--- src/rtl/addsub_accum.sv ---
module addsub_accum #(
  parameter int W = 4
) (
  input  logic         clk,
  input  logic         clear,
  input  logic         cap_x,
  input  logic         cap_y,
  input  logic         go,
  input  logic         op_sub,
  input  logic [W-1:0] din_x,
  input  logic [W-1:0] din_y,
  output logic [W-1:0] total,
  output logic         cflag
);
  logic [W-1:0] opx, opy;
  logic [W:0]   wide;

  assign wide = {1'b0, opx} + {1'b0, (op_sub ? ~opy : opy)} + {{W{1'b0}}, op_sub};

  always_ff @(posedge clk) begin
    if (clear) begin
      opx <= '0;
      opy <= '0;
      total <= '0;
      cflag <= 1'b0;
    end else begin
      if (cap_x) opx <= din_x;
      if (cap_y) opy <= din_y;
      if (go) begin
        total <= wide[W-1:0];
        cflag <= wide[W];
      end
    end
  end


  clear_zero_chk: assert property (@(posedge clk) clear |=> (total == '0 && cflag == 1'b0));

  hold_result_chk: assert property (@(posedge clk) disable iff (clear) !go |=> ($stable(total) && $stable(cflag)));

  add_result_chk: assert property (@(posedge clk) disable iff (clear)
    (go && !op_sub) |=> ({cflag, total} == {1'b0, $past(opx)} + {1'b0, $past(opy)}));

  sub_result_chk: assert property (@(posedge clk) disable iff (clear)
    (go && op_sub) |=> (total == W'($past(opx) - $past(opy)) && cflag == ($past(opx) >= $past(opy))));

  cap_x_chk: assert property (@(posedge clk) disable iff (clear) cap_x |=> opx == $past(din_x));
endmodule

--- config.mk ---
export PLATFORM = sky130hd
export DESIGN_NAME = addsub_accum
export DESIGN_NICKNAME = d
export VERILOG_FILES = /design/src/rtl/addsub_accum.sv
export SDC_FILE = /design/constraint.sdc
export NUM_CORES = 1
export LEC_CHECK = 0
export BUFFER_PORTS_ARGS = -buffer_cell sky130_fd_sc_hd__clkbuf_2
export CORE_MARGIN = 2
export CORE_UTILIZATION = 45
export CTS_CLUSTER_SIZE = 16
export DETAILED_ROUTE_END_ITERATION = 10
export PLACE_DENSITY = 0.69
export SETUP_SLACK_MARGIN = 0.05
export SYNTH_ARGS = -nofsm -noshare
export SYNTH_HDL_FRONTEND = slang
export SYNTH_SLANG_ARGS = --single-unit
--- constraint.sdc ---
create_clock -name clk -period 2.3 [get_ports clk]
set_input_delay 0.575 -clock clk [delete_from_list [all_inputs] [get_ports clk]]
set_output_delay 0.575 -clock clk [all_outputs]
set_load 0.03 [all_outputs]
# == After elaboration in Yosys (flattened, before gate mapping) ==
# Index checks and enable logic that the tools add are counted.
# classes
bitwise,1
div_mod_pow,0
reduce_logical,0
order_cmp,0
n_mul,0
eq_ne,0
add_sub_neg,2
n_mux,1
n_shift,0
# ops
operator,count
adder 4 x 4 -> 5 bit,1
adder 5 x 1 -> 5 bit,1
two-way mux 4 bit,1
inverter 4 bit,1
# totals
ramBits,0
latch_bits,0
rom_bits,0
mem_count,0
regBits,13

# == Longest topological paths before layout ==
# depth
word_depth,4
depth_mapped,5
mapped_depth_nobuf,5

# == Least setup slack after synthesis ==
# No wires, ideal clock.
# synth_path
path_kind,input -> register
from,input port op_sub
to,register cflag
path_stages,5
setup_time_ns,0.126
path_buffers,0
t_arrival_ns,1.594
slack_ns,0.580
required_time_ns,2.174
path_cell_list,mux2_4 > fa_1 > a21o_1 > a21oi_1 > a211oi_1
# synth_via
elab_chain_cells,3
# synth_lines
element,line,rtl
from (decl),9,"input logic op_sub,"
two-way mux 4 bit,18,"assign wide = {1'b0, opx} + {1'b0, (op_sub ? ~opy : opy)} + {{W{1'b0}}, op_sub};"
adder 4 x 4 -> 5 bit,18,
adder 5 x 1 -> 5 bit *,18,
to (signal assigned),31,cflag <= wide[W];
to (decl),13,output logic cflag
# Mark *: on every way between the ends. The rest lies on a longest branch, timed or not.
# A chain may end at the register's enable or synchronous reset.

# == Worst setup path after layout ==
# Same ends and word-level chain as after synthesis.

==> flow_summary.json <==
{
  "core_area_um2": 1301,
  "synth_cell_types": 18,
  "fin_crit_ns": 1.634,
  "cp_data_arrival_time_ns": 1.79,
  "path_delay_family": "adder cells",
  "grt_pass1_vias": 430,
  "synth_area_um2": 619.3,
  "post-cts-setup-buffers": 0,
  "cts_made_buffers": 3,
  "grt-ovfl-total": 0,
  "synthAdderAreaFrac_pct": 9.293,
  "fin_nets": 98,
  "clk_latency_ns": 0.27,
  "synth_compound_area_share_pct": 9.293,
  "area_growth_pct": 19.19,
  "crit_path_end_kind": "flop",
  "yosys_warnings": 0,
  "critical_path_class": "input port to flop",
  "rows": 13,
  "hold-path-cell-count": 2,
  "cts-htree-levels": 1,
  "rr_worst_depth": 5,
  "synth_enable_flop_cells": 0,
  "cts_root_buffer": "clkbuf_4",
  "yosysSeqAreaShare_pct": 42.02,
  "cp_max_fo": 4,
  "start_util_pct": 47.60,
  "crit_path_start_kind": "input port",
  "antenna_found_initial": 0,
  "drtIter0Drc": 1,
  "critPathSlowestCell": "fa_1",
  "antenna_cells": 0,
  "vias": 470,
  "dieArea_um2": 1689,
  "drtPass1Iterations": 4,
  "die_h_um": 41.10,
  "outcome": "finished clean",
  "async_reset_ff_share_pct": 0,
  "globalplace.congestion": 0.7244,
  "ys_ff_latch": 13,
  "synth_mux_area_share_pct": 16.97,
  "synth_cells": 61,
  "synth-xor-area-share_pct": 7.071,
  "clock_sinks": 13,
  "worst_pin_slew_ns": 0.2961,
  "min_path_type": "flop to flop",
  "vdd_drop_max_mv": 0.3829,
  "clk_path_buf_depth": 2,
  "detail-route-antenna-nets": 0,
  "synth_ff_type": "dfxtp_1",
  "mostFrequentLayoutCells": "clkbuf_2, dfxtp_1, nor2_1",
  "wl_um": 1017,
  "cts_hold_buf": 0,
  "synth-simple-area-share_pct": 12.73,
  "avgSynthCellArea_um2": 10.15,
  "final_common_cell": "clkbuf_2",
  "grt_pass1_wl_um": 1690,
  "p_per_area_nw_per_um2": 680.9,
  "synth_top_family_by_area": "multiplexers",
  "pre_cts_slack_ns": 0.3708,
  "finClkSkew_ns": 0.002311,
  "period_share_pct": 71.06,
  "grt_util_all_layers_pct": 16.11,
  "ctsResizeCount": 0,
  "cp.depth": 6,
  "drive_gt1_share_pct": 27.85,
  "cts_tree": "yes",
  "cts.reportedPaths.clkPinSlew_ns": 0.08,
  "grt_max_degree": 16,
  "rsz0062_at_grt": "no",
  "worst_slack_ns": 0.6656,
  "drcViolationCount": 0,
  "setup_viol": 0,
  "max_freq_mhz": 611.8,
  "critical_path_required_ns": 2.45,
  "ios": 19,
  "syn_nets": 79,
  "dieWidth_um": 41.10,
  "max_cap_violations": 0,
  "hold_violations": 0,
  "slew_violations": 0,
  "cp_num_buf_inv": 1,
  "viasPerCell": 5.000,
  "cpPeakStageDelay_ns": 0.40,
  "p_leak_nw": 0.3724,
  "wl_per_cell_um": 10.82,
  "place_hpwl_um": 822.6,
  "io_buffer_count": 18,
  "timing.slew.headroom_pct": 80.26,
  "setup_tns_ns": 0,
  "cp_cell_sequence": "clkbuf_2 -> mux2_4 -> fa_1 -> a21o_1 -> a21oi_1 -> a211oi_1"
}
## worst register-to-register path, cell delays in order (launching register included)
cell      delay, ns
dfxtp_1        0.38
mux2_4         0.34
fa_1           0.40
a21o_1         0.17
a21oi_1        0.14
a211oi_1       0.08
## report_power, final
part / switching (mW) / internal (mW)
registers: 0.0103 / 0.243
clock network: 0.0699 / 0.0671
logic: 0.0625 / 0.0502
## cell families (layout without fill, tap and decap cells)
logic type	count (synthesis)	after routing
AOI/OAI and AO/OA	8	8
xor gates and xnor gates	5	5
adders and majority gates	4	4
buffers and inverters	4	22
DFF	13	13
muxes	10	10
and+or+nand+nor	17	17
## metal layers
layer  global-route usage [%]  wire length [um]  up-vias
li1                         -                 -      247
met5                        0                 0        -
met3                    3.261                41        2
met4                    12.10                14        0
met2                    25.78               502       10
met1                    18.63               459      211
## cell usage after synthesis (all sizes together), types with 2 or more instances
cell	count	area, um^2
ha	3	37.54
a21o	2	15.01
mux2i	9	90.09
a21oi	2	10.01
a211oi	3	22.52
nor2	12	45.04
nor3b	2	15.01
dfxtp	13	260.3
xor2	3	26.28
xnor2	2	17.52
clkbuf	3	11.26
## stage by stage
stage / hold WS (ns) / instance area (um^2) / total power, mW / utilization (%) / instances
after floorplan: 0.4672 / 619.3 / 0.3413 / - / 61
after global placement: 0.4753 / 711.9 / 0.3712 / 54.71 / 90
after detailed placement: 0.4831 / 711.9 / 0.3729 / 54.71 / 90
after CTS: 0.4940 / 738.2 / 0.5121 / 56.73 / 94
after global routing: 0.5331 / 738.2 / 0.5381 / 56.73 / 94
final: 0.4833 / 738.2 / 0.5027 / 56.73 / 94
## worst paths after layout
check                               from  endpoint  slack [ns]
worst min register to register  total[2]  total[2]        0.48
worst min-delay path            total[2]  total[2]        0.48
worst max-delay path              op_sub     cflag        0.67
worst max register to register    opy[0]     cflag        0.67
## registers in the layout (all words and copies together) (netlist names)
register / cells
cflag: 1
opx: 4
opy: 4
total: 4
## layout make-up
type | instances | area [um^2]
multi-input cells | 44 | 342.8
clock buffers | 4 | 26.28
well taps | 15 | 18.77
flip-flops and latches | 13 | 260.3
fillers | 116 | 563.0
repair buffers | 18 | 90.09
(Power assumes the default switching activity.)
